`src/rtl/pf_seq_pkg.sv`:
```
package pf_seq_pkg;

    typedef enum logic [0:0] {
        PF_IDLE = 1'b0,
        PF_RUN  = 1'b1
    } pf_state_e;

endpackage

```
`src/rtl/pf_seq_ctrl.sv`:
```
module pf_seq_ctrl
    import pf_seq_pkg::*;
#(
    parameter int unsigned DIN_W     = 8,
    parameter int unsigned MAX_DEPTH = 15,
    parameter int unsigned CNT_W     = $clog2(MAX_DEPTH + 1)
) (
    input  logic             clk_i,
    input  logic             rst_ni,
    input  logic             dmd_valid_i,
    input  logic             dmd_hit_i,
    input  logic [DIN_W-1:0] depth_i,
    output logic             ready_o,
    output logic             busy_o,
    output logic             trigger_o,
    output logic             probe_o,
    output logic             last_o
);

    localparam logic [DIN_W-1:0] MAX_IN  = DIN_W'(MAX_DEPTH);
    localparam logic [CNT_W-1:0] MAX_CNT = CNT_W'(MAX_DEPTH);

    typedef struct packed {
        pf_state_e        state;
        logic [CNT_W-1:0] remain;
    } ctrl_t;

    ctrl_t ctrl_d, ctrl_q;
    logic [CNT_W-1:0] eff_depth;
    logic             trigger;

    always_comb begin
        eff_depth = (depth_i > MAX_IN) ? MAX_CNT : CNT_W'(depth_i);
        trigger   = (ctrl_q.state == PF_IDLE) && dmd_valid_i && !dmd_hit_i
                    && (depth_i != '0);
        ctrl_d    = ctrl_q;
        unique case (ctrl_q.state)
            PF_IDLE: begin
                if (trigger) begin
                    ctrl_d.state  = PF_RUN;
                    ctrl_d.remain = eff_depth;
                end
            end
            PF_RUN: begin
                ctrl_d.remain = ctrl_q.remain - 1'b1;
                if (ctrl_q.remain == CNT_W'(1)) begin
                    ctrl_d.state = PF_IDLE;
                end
            end
            default: ctrl_d.state = PF_IDLE;
        endcase
    end

    always_ff @(posedge clk_i) begin
        if (!rst_ni) begin
            ctrl_q <= '{state: PF_IDLE, remain: '0};
        end else begin
            ctrl_q <= ctrl_d;
        end
    end

    assign ready_o   = (ctrl_q.state == PF_IDLE);
    assign probe_o   = (ctrl_q.state == PF_RUN);
    assign last_o    = probe_o && (ctrl_q.remain == CNT_W'(1));
    assign trigger_o = trigger;
    assign busy_o    = probe_o || trigger;


    trigger_starts_chk: assert property (@(posedge clk_i) disable iff (!rst_ni)
        trigger |=> probe_o);


    last_ends_chk: assert property (@(posedge clk_i) disable iff (!rst_ni)
        last_o |=> (!probe_o && ready_o));


    no_ready_in_burst_chk: assert property (@(posedge clk_i) disable iff (!rst_ni)
        probe_o |-> !ready_o);


    hit_no_start_chk: assert property (@(posedge clk_i) disable iff (!rst_ni)
        (ready_o && dmd_valid_i && dmd_hit_i) |=> !probe_o);

endmodule

```
`src/rtl/pf_addr_gen.sv`:
```
module pf_addr_gen #(
    parameter int unsigned ADDR_W = 48,
    parameter int unsigned OFF_W  = 2,
    parameter int unsigned BLK_W  = ADDR_W - OFF_W
) (
    input  logic              clk_i,
    input  logic              rst_ni,
    input  logic              load_i,
    input  logic              adv_i,
    input  logic [ADDR_W-1:0] base_addr_i,
    output logic [ADDR_W-1:0] probe_addr_o
);

    typedef struct packed {
        logic [BLK_W-1:0] blk;
    } agen_t;

    agen_t agen_d, agen_q;

    always_comb begin
        agen_d = agen_q;
        if (load_i) begin
            agen_d.blk = base_addr_i[ADDR_W-1:OFF_W] + 1'b1;
        end else if (adv_i) begin
            agen_d.blk = agen_q.blk + 1'b1;
        end
    end

    always_ff @(posedge clk_i) begin
        if (!rst_ni) begin
            agen_q <= '0;
        end else begin
            agen_q <= agen_d;
        end
    end

    generate
        if (OFF_W == 0) begin : g_no_off
            assign probe_addr_o = agen_q.blk;
        end else begin : g_off
            assign probe_addr_o = {agen_q.blk, {OFF_W{1'b0}}};
        end
    endgenerate


    addr_step_chk: assert property (@(posedge clk_i) disable iff (!rst_ni)
        (adv_i && !load_i) |=> (agen_q.blk == $past(agen_q.blk) + 1'b1));

endmodule

```
`src/rtl/next_block_prefetcher.sv`:
```
module next_block_prefetcher #(
    parameter int unsigned ADDR_W      = 48,
    parameter int unsigned BLOCK_BYTES = 4,
    parameter int unsigned DIN_W       = 8,
    parameter int unsigned MAX_DEPTH   = 15
) (
    input  logic              clk_i,
    input  logic              rst_ni,
    input  logic              dmd_valid_i,
    input  logic              dmd_hit_i,
    input  logic [ADDR_W-1:0] dmd_addr_i,
    input  logic [DIN_W-1:0]  depth_i,
    output logic              dmd_ready_o,
    output logic              busy_o,
    output logic              probe_valid_o,
    output logic [ADDR_W-1:0] probe_addr_o,
    input  logic              probe_hit_i,
    output logic              probe_fill_o,
    output logic              probe_last_o
);

    localparam int unsigned OFF_W = (BLOCK_BYTES > 1) ? $clog2(BLOCK_BYTES) : 0;
    localparam int unsigned CNT_W = $clog2(MAX_DEPTH + 1);

    logic trigger;
    logic probe;

    pf_seq_ctrl #(
        .DIN_W    (DIN_W),
        .MAX_DEPTH(MAX_DEPTH),
        .CNT_W    (CNT_W)
    ) i_ctrl (
        .clk_i      (clk_i),
        .rst_ni     (rst_ni),
        .dmd_valid_i(dmd_valid_i),
        .dmd_hit_i  (dmd_hit_i),
        .depth_i    (depth_i),
        .ready_o    (dmd_ready_o),
        .busy_o     (busy_o),
        .trigger_o  (trigger),
        .probe_o    (probe),
        .last_o     (probe_last_o)
    );

    pf_addr_gen #(
        .ADDR_W(ADDR_W),
        .OFF_W (OFF_W)
    ) i_agen (
        .clk_i       (clk_i),
        .rst_ni      (rst_ni),
        .load_i      (trigger),
        .adv_i       (probe),
        .base_addr_i (dmd_addr_i),
        .probe_addr_o(probe_addr_o)
    );

    assign probe_valid_o = probe;
    assign probe_fill_o  = probe && !probe_hit_i;


    hit_no_fill_chk: assert property (@(posedge clk_i) disable iff (!rst_ni)
        (probe_valid_o && probe_hit_i) |-> !probe_fill_o);


    miss_fill_chk: assert property (@(posedge clk_i) disable iff (!rst_ni)
        (probe_valid_o && !probe_hit_i) |-> probe_fill_o);


    busy_covers_probe_chk: assert property (@(posedge clk_i) disable iff (!rst_ni)
        probe_valid_o |-> busy_o);

endmodule

```
`config.mk`:
```
export PLATFORM = sky130hd
export DESIGN_NAME = next_block_prefetcher
export DESIGN_NICKNAME = d
export VERILOG_FILES = /design/src/rtl/pf_seq_pkg.sv /design/src/rtl/pf_seq_ctrl.sv /design/src/rtl/pf_addr_gen.sv /design/src/rtl/next_block_prefetcher.sv
export SDC_FILE = /design/constraint.sdc
export NUM_CORES = 1
export LEC_CHECK = 0
export ABC_AREA = 1
export CAP_MARGIN = 20
export CORE_UTILIZATION = 50
export DETAILED_ROUTE_END_ITERATION = 8
export PLACE_DENSITY_LB_ADDON = 0.3
export SKIP_CTS_REPAIR_TIMING = 1
export SYNTH_ARGS = -nofsm -noshare
export SYNTH_HDL_FRONTEND = slang
export SYNTH_SLANG_ARGS = --single-unit
```
`constraint.sdc`:
```
create_clock -name clk_i -period 5.3 [get_ports clk_i]
set_clock_uncertainty 0.05 [all_clocks]
set_input_delay 0.53 -clock clk_i [delete_from_list [all_inputs] [get_ports clk_i]]
set_output_delay 0.53 -clock clk_i [all_outputs]
set_load 0.05 [all_outputs]
```
==> metrics.csv, run 1 <==
metric,value,unit
synth_mux_area_share,0,%
busiest_layer,met2,
synthCells,823,
layout-drive-gt1-share,8.634,%
maxCapViolCount,0,
p_leak,2.681,nW
ys.flop_type,dfxtp_1,
syn_area_per_cell,5.700,sq um
start_util,52.76,%
num_vias,5288,
grt_pass1_wl,22.56,mm
fmax,274.6,MHz
worst_slew_pin_slew,1.031,ns
viasPerCell,5.169,
final_core_util,65.75,%
hold_path_class,reg2reg,
grt_max_degree,61,
htree_levels,2,
die_x,98.86,um
synthDistinctLibCells,37,
crit_arrival,3.06,ns
synth_compound_area_share,12.54,%
cp-end-kind,primary output,
dieArea,0.009773,sq mm
cp.required,4.72,ns
powerDensity,216.3,mW/mm^2
overflow,0,
yosys_warnings,0,
clk_path_buf_depth,2,
critPathLaunchType,input pin,
cts.sinks,51,
setup-violations-final,0,
nets,978,
synth-xor-area-share,2.054,%
dr.pass1.iters,5,
gp_congestion,0.9925,
fp.coreArea,0.008891,sq mm
drc,0,
clk_pin_slew,0.09,ns
synth-seq-cells,51,
synthesis.area,0.004691,sq mm
drtAntennaViolNets,0,
use_met3,4.539,%
num_rows,34,
period_minus_slack,3.642,ns
place_area,0.005762,sq mm
cts_tree,done,
grt_setup_unrepaired,no,
finalHoldViolCount,0,
synth.area.top_cells,"dfxtp_1 (22%), nand2_1 (20%), inv_1 (11%)",
clkLatencyLatePin,0.32,ns
diodes,0,
fin_area,0.005846,sq mm
synth.top_cell.area_share,21.77,%
yosysTopAreaCell,dfxtp_1,
fin_tns_setup,0,ns
met1_usage,40.29,%
synth_top_family_by_area,simple AND/OR/NAND/NOR gates,
drtIter0Drc,428,
die_h,98.86,um
cts_root_buf,clkbuf_8,
io_pins,114,
synth_adder_area_share,0.8002,%
synthSimpleGateAreaFrac,47.19,%
yosysSeqAreaShare,21.77,%
hpwl,10.45,mm
synthArstFlopShare,0,%
max_slew_margin,31.04,%
vdd_drop_max,135.5,uV
outcome,"complete, no violations",
wl_per_cell,13.13,um
fill_cells,854,
use_met2,46.80,%
synth-edff-count,0,
drt_wl_total,13.43,mm
crit_fanout,23,
finalCritPeriodShare,68.71,%
numCtsBuffers,5,
grt_usage,28.71,%
area_growth,24.62,%
io_buffer_count,109,
antenna_found_initial,0,
grt_pass1_vias,4695,
path_class,in2out,
final-max-slew-violation-count,0,
## worst max-delay path, cell delays in order
cell and delay, ns:
clkdlybuf4s50_1 0.50, nand2_4 0.07, nor2_8 0.31, o21a_1 0.61, nor2_2 0.15, inv_2 0.09
clkdlybuf4s50_1 0.79
## cell type report
type	count	area, sq um	share of cell area [%]
inverters	141	534.3	9.140
clock inverters	3	15.01	0.2568
multi-input cells	601	2943	50.34
well taps	108	135.1	2.312
flip-flops and latches	51	1021	17.47
clock buffers	5	68.82	1.177
repair buffers	114	1129	19.31
## path summary, 6_finish.rpt
| kind | depth (start not counted) | startpoint | endpoint | slack, ns |
|---|---|---|---|---|
| worst max-delay path | 7 | dmd_valid_i | busy_o | 1.66 |
| worst min-delay path | 2 | i_agen.agen_q[5]$_SDFFE_PN0P_ | i_agen.agen_q[5]$_SDFFE_PN0P_ | 0.45 |
| worst max register to register | 16 | i_ctrl.probe_o$_SDFF_PN0_ | i_agen.agen_q[38]$_SDFFE_PN0P_ | 1.97 |
| worst min register to register | 2 | i_agen.agen_q[5]$_SDFFE_PN0P_ | i_agen.agen_q[5]$_SDFFE_PN0P_ | 0.45 |
## metal layers
layer	vias up	wire length (um)	part of all wire [%]
met5	-	0	0
met4	0	101	0.75
met3	10	1037	7.7
met2	207	5906	44
met1	2334	6387	48
li1	2737	-	-
## cells in the mapped netlist, drive strengths merged, types with 2 or more instances
master	number
nand2	270
inv	141
nor2	114
nand3	69
o21ai	63
dfxtp	51
buf	19
nand4	15
a21oi	14
clkbuf	12
nand3b	11
xor2	11
o211ai	9
a31oi	7
o21bai	6
ha	3
and2	2
## state kept, by name (all words and copies together), names as in the netlist
| signal | cells |
|---|---|
| i_ctrl.ctrl_q | 4 |
| i_ctrl.probe_o | 1 |
| i_agen.agen_q | 46 |
## where the power goes
part	switching (mW)	internal [mW]
clock network	0.141	0.0909
logic	0.377	0.199
registers	0.0328	0.424
total	0.551	0.713
## cell families after synthesis
logic type	Yosys count
buffers and inverters	172
adder cells (fa/ha/maj)	3
AO/OA/AOI/OAI	102
flip-flops	51
other	1
AND/OR/NAND/NOR	483
XOR/XNOR	11
## per-stage QoR
| stage | std cells | setup slack [ns] | power (mW) | hold WS [ns] |
|---|---|---|---|---|
| 2_1_floorplan | 824 | 2.538 | 0.8633 | 0.4097 |
| 3_3_place_gp | 1015 | 1.478 | 1.028 | 0.4275 |
| 3_5_place_dp | 1015 | 1.425 | 1.036 | 0.4249 |
| 4_1_cts | 1023 | 1.632 | 1.267 | 0.4474 |
| 5_1_grt | 1023 | 1.401 | 1.340 | 0.4843 |
| 6_report | 1023 | 1.658 | 1.265 | 0.4481 |
## cells in the final DEF, fill, tap and decap left out, drive strengths merged
| cell | instances |
|---|---|
| o21bai | 6 |
| clkdlybuf4s50 | 109 |
| a21oi | 14 |
| o21a | 1 |
| conb | 2 |
| ha | 3 |
| clkinv | 3 |
| dfxtp | 51 |
| o211ai | 9 |
| nand2 | 270 |
| buf | 5 |
| and2 | 2 |
| clkbuf | 5 |
| o31ai | 1 |
| nand4 | 15 |
| a31oi | 7 |
| nor3b | 1 |
| o311ai | 1 |
| nor2 | 114 |
| nand3 | 69 |
| xor2 | 11 |
| nand3b | 11 |
| o21ai | 63 |
| inv | 141 |
| or2 | 1 |
Note: power is estimated with default switching activity, not from simulation.
==> inputs of run 2 (changes only) <==
- clock period: 5.3 -> 3.5 ns (I/O delays scaled with it)
==> metrics.csv, run 2 (synthesized netlist as in run 1, its figures left out) <==
metric,value,unit,change
antenna_found_initial,0,,unchanged
overflow,0,,unchanged
die_x,98.86,um,unchanged
final_common_cell,nand2_1,,
vdd_drop_max,214.7,uV,+58%
cts_root_buf,clkbuf_8,,
fin_tns_setup,0,ns,unchanged
fill_cells,821,,-3.9%
finalHoldViolCount,0,,unchanged
clk_path_buf_depth,2,,unchanged
drtAntennaViolNets,0,,unchanged
path_cells,"clkdlybuf4s50_1, nor2_1, nand2_2, o21ai_4, buf_4, nand2_1, o21ai_1, nand2_1, nor2_2, nand2_1, nor2_1, nand2_1, nand2_1, nand3_1, nand2_1, inv_1",,
crit_start,depth_i[7],,
htree_levels,2,,unchanged
largest_reg_flops,46,,unchanged
drtIter0Drc,316,,-26%
r2r-start,i_ctrl.probe_o$_SDFF_PN0_,,
final-max-slew-violation-count,0,,unchanged
total_power,2.020,mW,+60%
fin_ws,0.6403,ns,-1.018 ns
num_rows,34,,unchanged
nets,985,,+0.72%
place_inst,1022,,+0.69%
setup-violations-final,0,,unchanged
regMostFlops,i_agen.agen_q,,
dieArea,0.009773,sq mm,unchanged
worst_slew_pin_slew,0.7294,ns,-0.3011 ns
maxCapViolCount,0,,unchanged
cpMostUsedCell,nand2_1,,
finalCritPeriodShare,81.70,%,
io_pins,114,,unchanged
numCtsBuffers,5,,unchanged
hold_path_class,reg2reg,,
start_util,52.76,%,unchanged
area_growth,26.67,%,
critPathLaunchType,input pin,,
crit_fanout,27,,+17%
die_h,98.86,um,unchanged
grt_max_degree,36,,-41%
drc,0,,unchanged
crit_arrival,3.03,ns,-0.03 ns
drt_wl_total,13.56,mm,+0.93%
worst_path_largest_cell_delay,0.40,ns,-0.39 ns
finalNonFillerCells,1030,,+0.68%
powerDensity,340.0,mW/mm^2,+57%
hp-start,i_agen.agen_q[15]$_SDFFE_PN0P_,,
fmax,349.7,MHz,
cp-end-kind,flip-flop,,
grt_pass1_wl,22.79,mm,+1.0%
clk_pin_slew,0.10,ns,about the same
cts_tree,done,,
fp.coreArea,0.008891,sq mm,unchanged
dr.pass1.iters,5,,unchanged
outcome,"complete, no violations",,
final_cell_mix,"nand2_1 (248), inv_1 (135), clkdlybuf4s50_1 (108)",,
max_slew_margin,51.22,%,+20 points
viasPerCell,5.175,,+0.11%
diodes,0,,unchanged
grt_pass1_vias,4846,,+3.2%
p_leak,2.732,nW,+1.9%
path_class,in2reg,,
cp.required,3.67,ns,-1.05 ns
critPathSlowestCell,clkdlybuf4s50_1,,
clkLatencyLatePin,0.32,ns,about the same
period_minus_slack,2.860,ns,
dpl_worst_slack,0.3413,ns,-1.084 ns
grt_usage,28.95,%,+0.25 points
gp_congestion,0.9398,,-5.3%
wl_per_cell,13.16,um,+0.24%
layout-drive-gt1-share,9.436,%,+0.80 points
cts.sinks,51,,unchanged
hpwl,10.61,mm,+1.5%
io_buffer_count,109,,unchanged
grt_setup_unrepaired,no,,
num_vias,5330,,+0.79%
-- run 2: changes by cell type in the layout (fill, tap and decap cells not counted) --
| cell | delta |
|---|---|
| clkinv_2 | -2 |
| buf_4 | +7 |
| clkdlybuf4s50_1 | -1 |
| bufinv_16 | +1 |
| clkbuf_8 | +1 |
| buf_12 | +1 |
-- run 2: power breakdown --
part           switching, mW  internal, mW  total (mW)
Sequential            0.0494         0.642       0.691
Clock                  0.212         0.232       0.444
Combinational          0.576         0.309       0.885
Total                  0.838          1.18        2.02
-- run 2: final cells by class --
cell class / count / area, sq um / share of cell area, %
Clock buffer: 6 / 82.58 / 1.390
Inverter: 141 / 534.3 / 8.991
Clock inverter: 2 / 35.03 / 0.5896
Timing Repair Buffer: 121 / 1191 / 20.05
Multi-Input combinational cell: 601 / 2943 / 49.53
Sequential cell: 51 / 1021 / 17.18
Tap cell: 108 / 135.1 / 2.274
-- run 2: critical path: cells and delay by family --
kind	cells	cell delay [ns]
AOI/OAI and AO/OA	2	0.63
buffers and inverters	3	0.80
and+or+nand+nor	11	1.23
-- run 2: through the flow --
| stage | util [%] | cell area (sq um) | hold WS [ns] |
|---|---|---|---|
| 2_1_floorplan | - | 4695 | 0.4097 |
| 3_3_place_gp | 65.51 | 5824 | 0.4280 |
| 3_5_place_dp | 65.51 | 5824 | 0.4291 |
| 4_1_cts | 66.83 | 5942 | 0.4470 |
| 5_1_grt | 66.83 | 5942 | 0.4640 |
| 6_report | 66.83 | 5942 | 0.4483 |
-- run 2: final timing paths --
check / end / cells after the start / slack [ns]
worst max-delay path: i_agen.agen_q[36]$_SDFFE_PN0P_ / 16 / 0.64
worst min-delay path: i_agen.agen_q[15]$_SDFFE_PN0P_ / 2 / 0.45
worst min register to register: i_agen.agen_q[15]$_SDFFE_PN0P_ / 2 / 0.45
worst max register to register: i_agen.agen_q[36]$_SDFFE_PN0P_ / 16 / 0.71
-- run 2: layer usage --
layer	track usage [%]	vias up	share of wire, %
met5	0	-	0
met1	42.07	2354	49
met4	8.152	0	1.9
met2	43.84	209	42
li1	-	2745	-
met3	4.823	22	6.6
==> inputs of run 3 (changes only) <==
- CORE_UTILIZATION: 50 -> 46
- clock period: 3.5 -> 2.61 ns (I/O delays scaled with it)
==> metrics.csv, run 3 (synthesized netlist as in run 1, its figures left out) <==
metric,value,unit,change
path_class,in2reg,,
holdPathEnd,i_agen.agen_q[15]$_SDFFE_PN0P_,,
hp-start,i_agen.agen_q[15]$_SDFFE_PN0P_,,
setup-violations-final,0,,unchanged
finalCritPeriodShare,95.52,%,
hold_path_class,reg2reg,,
total_power,2.818,mW,+39%
area_growth,45.64,%,
num_vias,5701,,+7.0%
powerDensity,412.5,mW/mm^2,+21%
drtAntennaViolNets,0,,unchanged
num_rows,36,,+5.9%
largest_reg_flops,46,,unchanged
antenna_found_initial,0,,unchanged
crit_fanout,6,,-78%
fmax,401.1,MHz,
clkLatencyLatePin,0.32,ns,about the same
rr_endpoint,i_agen.agen_q[45]$_SDFFE_PN0P_,,
htree_levels,2,,unchanged
numCtsBuffers,5,,unchanged
cp.required,2.79,ns,-0.88 ns
final-max-slew-violation-count,0,,unchanged
gp_congestion,0.9652,,+2.7%
fin_area,0.006832,sq mm,+15%
drc,0,,unchanged
hpwl,11.39,mm,+7.4%
start_util,47.77,%,-5.0 points
die_h,103.0,um,+4.2%
wl_per_cell,12.75,um,-3.1%
grt_usage,28.57,%,-0.39 points
grt_max_degree,35,,-2.8%
regMostFlops,i_agen.agen_q,,
finalHoldViolCount,0,,unchanged
critPathLaunchType,input pin,,
drt_wl_total,14.56,mm,+7.4%
grt_setup_unrepaired,yes,,
io_buffer_count,109,,unchanged
layout-drive-gt1-share,21.31,%,+12 points
r2r-start,i_ctrl.probe_o$_SDFF_PN0_,,
place_area,0.006530,sq mm,+12%
drtIter0Drc,331,,+4.7%
nets,1072,,+8.8%
final_common_cell,nand2_1,,
cp-end-kind,flip-flop,,
cts_root_buf,clkbuf_8,,
max_slew_margin,65.31,%,+14 points
overflow,0,,unchanged
worst-r2r-cell-count,16,,unchanged
cts_tree,done,,
diodes,0,,unchanged
maxCapViolCount,0,,unchanged
worst_slew_pin_slew,0.5188,ns,-0.2106 ns
fill_cells,900,,+9.6%
clk_path_buf_depth,2,,unchanged
fin_tns_setup,0,ns,unchanged
fp.coreArea,0.009819,sq mm,+10%
die_x,103.0,um,+4.2%
p_leak,3.194,nW,+17%
viasPerCell,4.992,,-3.5%
crit_arrival,2.67,ns,-0.36 ns
fin_ws,0.1169,ns,-0.5234 ns
grt_pass1_vias,5119,,+5.6%
whs_path_depth,2,,unchanged
grt_pass1_wl,23.87,mm,+4.8%
place_inst,1130,,+11%
r2r_slack,0.23,ns,-0.48 ns
io_pins,114,,unchanged
vdd_drop_max,331.8,uV,+55%
dpl_worst_slack,-0.2537,ns,-0.5950 ns
outcome,"complete, no violations",,
clk_pin_slew,0.10,ns,about the same
period_minus_slack,2.493,ns,
final_cell_mix,"nand2_1 (231), inv_1 (135), clkdlybuf4s50_1 (108)",,
finalNonFillerCells,1142,,+11%
dieArea,0.01060,sq mm,+8.5%
cts.sinks,51,,unchanged
dr.pass1.iters,5,,unchanged
-- run 3: worst max-delay path by stage --
| stage | start | endpoint | cells past startpoint |
|---|---|---|---|
| 2_1_floorplan | i_ctrl.probe_o$_SDFF_PN0_ | i_agen.agen_q[32]$_SDFFE_PN0P_ | 19 |
| 3_3_place_gp | depth_i[3] | i_agen.agen_q[45]$_SDFFE_PN0P_ | 16 |
| 3_5_place_dp | depth_i[0] | i_agen.agen_q[32]$_SDFFE_PN0P_ | 17 |
| 4_1_cts | depth_i[0] | i_agen.agen_q[39]$_SDFFE_PN0P_ | 17 |
| 5_1_grt | depth_i[0] | i_agen.agen_q[38]$_SDFFE_PN0P_ | 18 |
| 6_report | depth_i[0] | i_agen.agen_q[36]$_SDFFE_PN0P_ | 18 |
-- run 3: per-layer routing --
metal	routed length, um	track usage (%)
met1	6726	39.84
met2	6427	46.26
met3	1201	3.932
met4	207	7.367
met5	0	0
-- run 3: metrics by stage --
step / utilization [%] / hold WS, ns
3_5_place_dp: 66.50 / 0.4367
2_1_floorplan: - / 0.3401
5_1_grt: 69.57 / 0.4901
4_1_cts: 67.52 / 0.4533
3_3_place_gp: 66.50 / 0.4285
6_report: 69.57 / 0.4561
-- run 3: cell type report --
cell class	instances	area [sq um]	share of cell area [%]
Inverter	141	534.3	7.821
Clock buffer	8	100.1	1.465
Tap cell	133	166.4	2.436
Timing Repair Buffer	208	1927	28.21
Multi-Input combinational cell	601	3082	45.11
Sequential cell	51	1022	14.96
-- run 3: where the power goes --
group	switching [mW]	internal (mW)
sequential	0.0624	0.861
clock	0.287	0.243
combinational	0.823	0.541
-- run 3: worst max-delay path: stages --
cell             delay [ns]
clkdlybuf4s50_1        0.43
nor2_1                 0.14
nand2_2                0.11
o21ai_4                0.17
buf_12                 0.14
buf_4                  0.10
o21ai_2                0.06
inv_2                  0.06
ha_1                   0.20
nand3_2                0.16
nor2_2                 0.21
nand2_1                0.15
nor2_2                 0.19
nand2_1                0.07
nand2_1                0.06
nand3_1                0.07
nand2_1                0.06
inv_1                  0.03
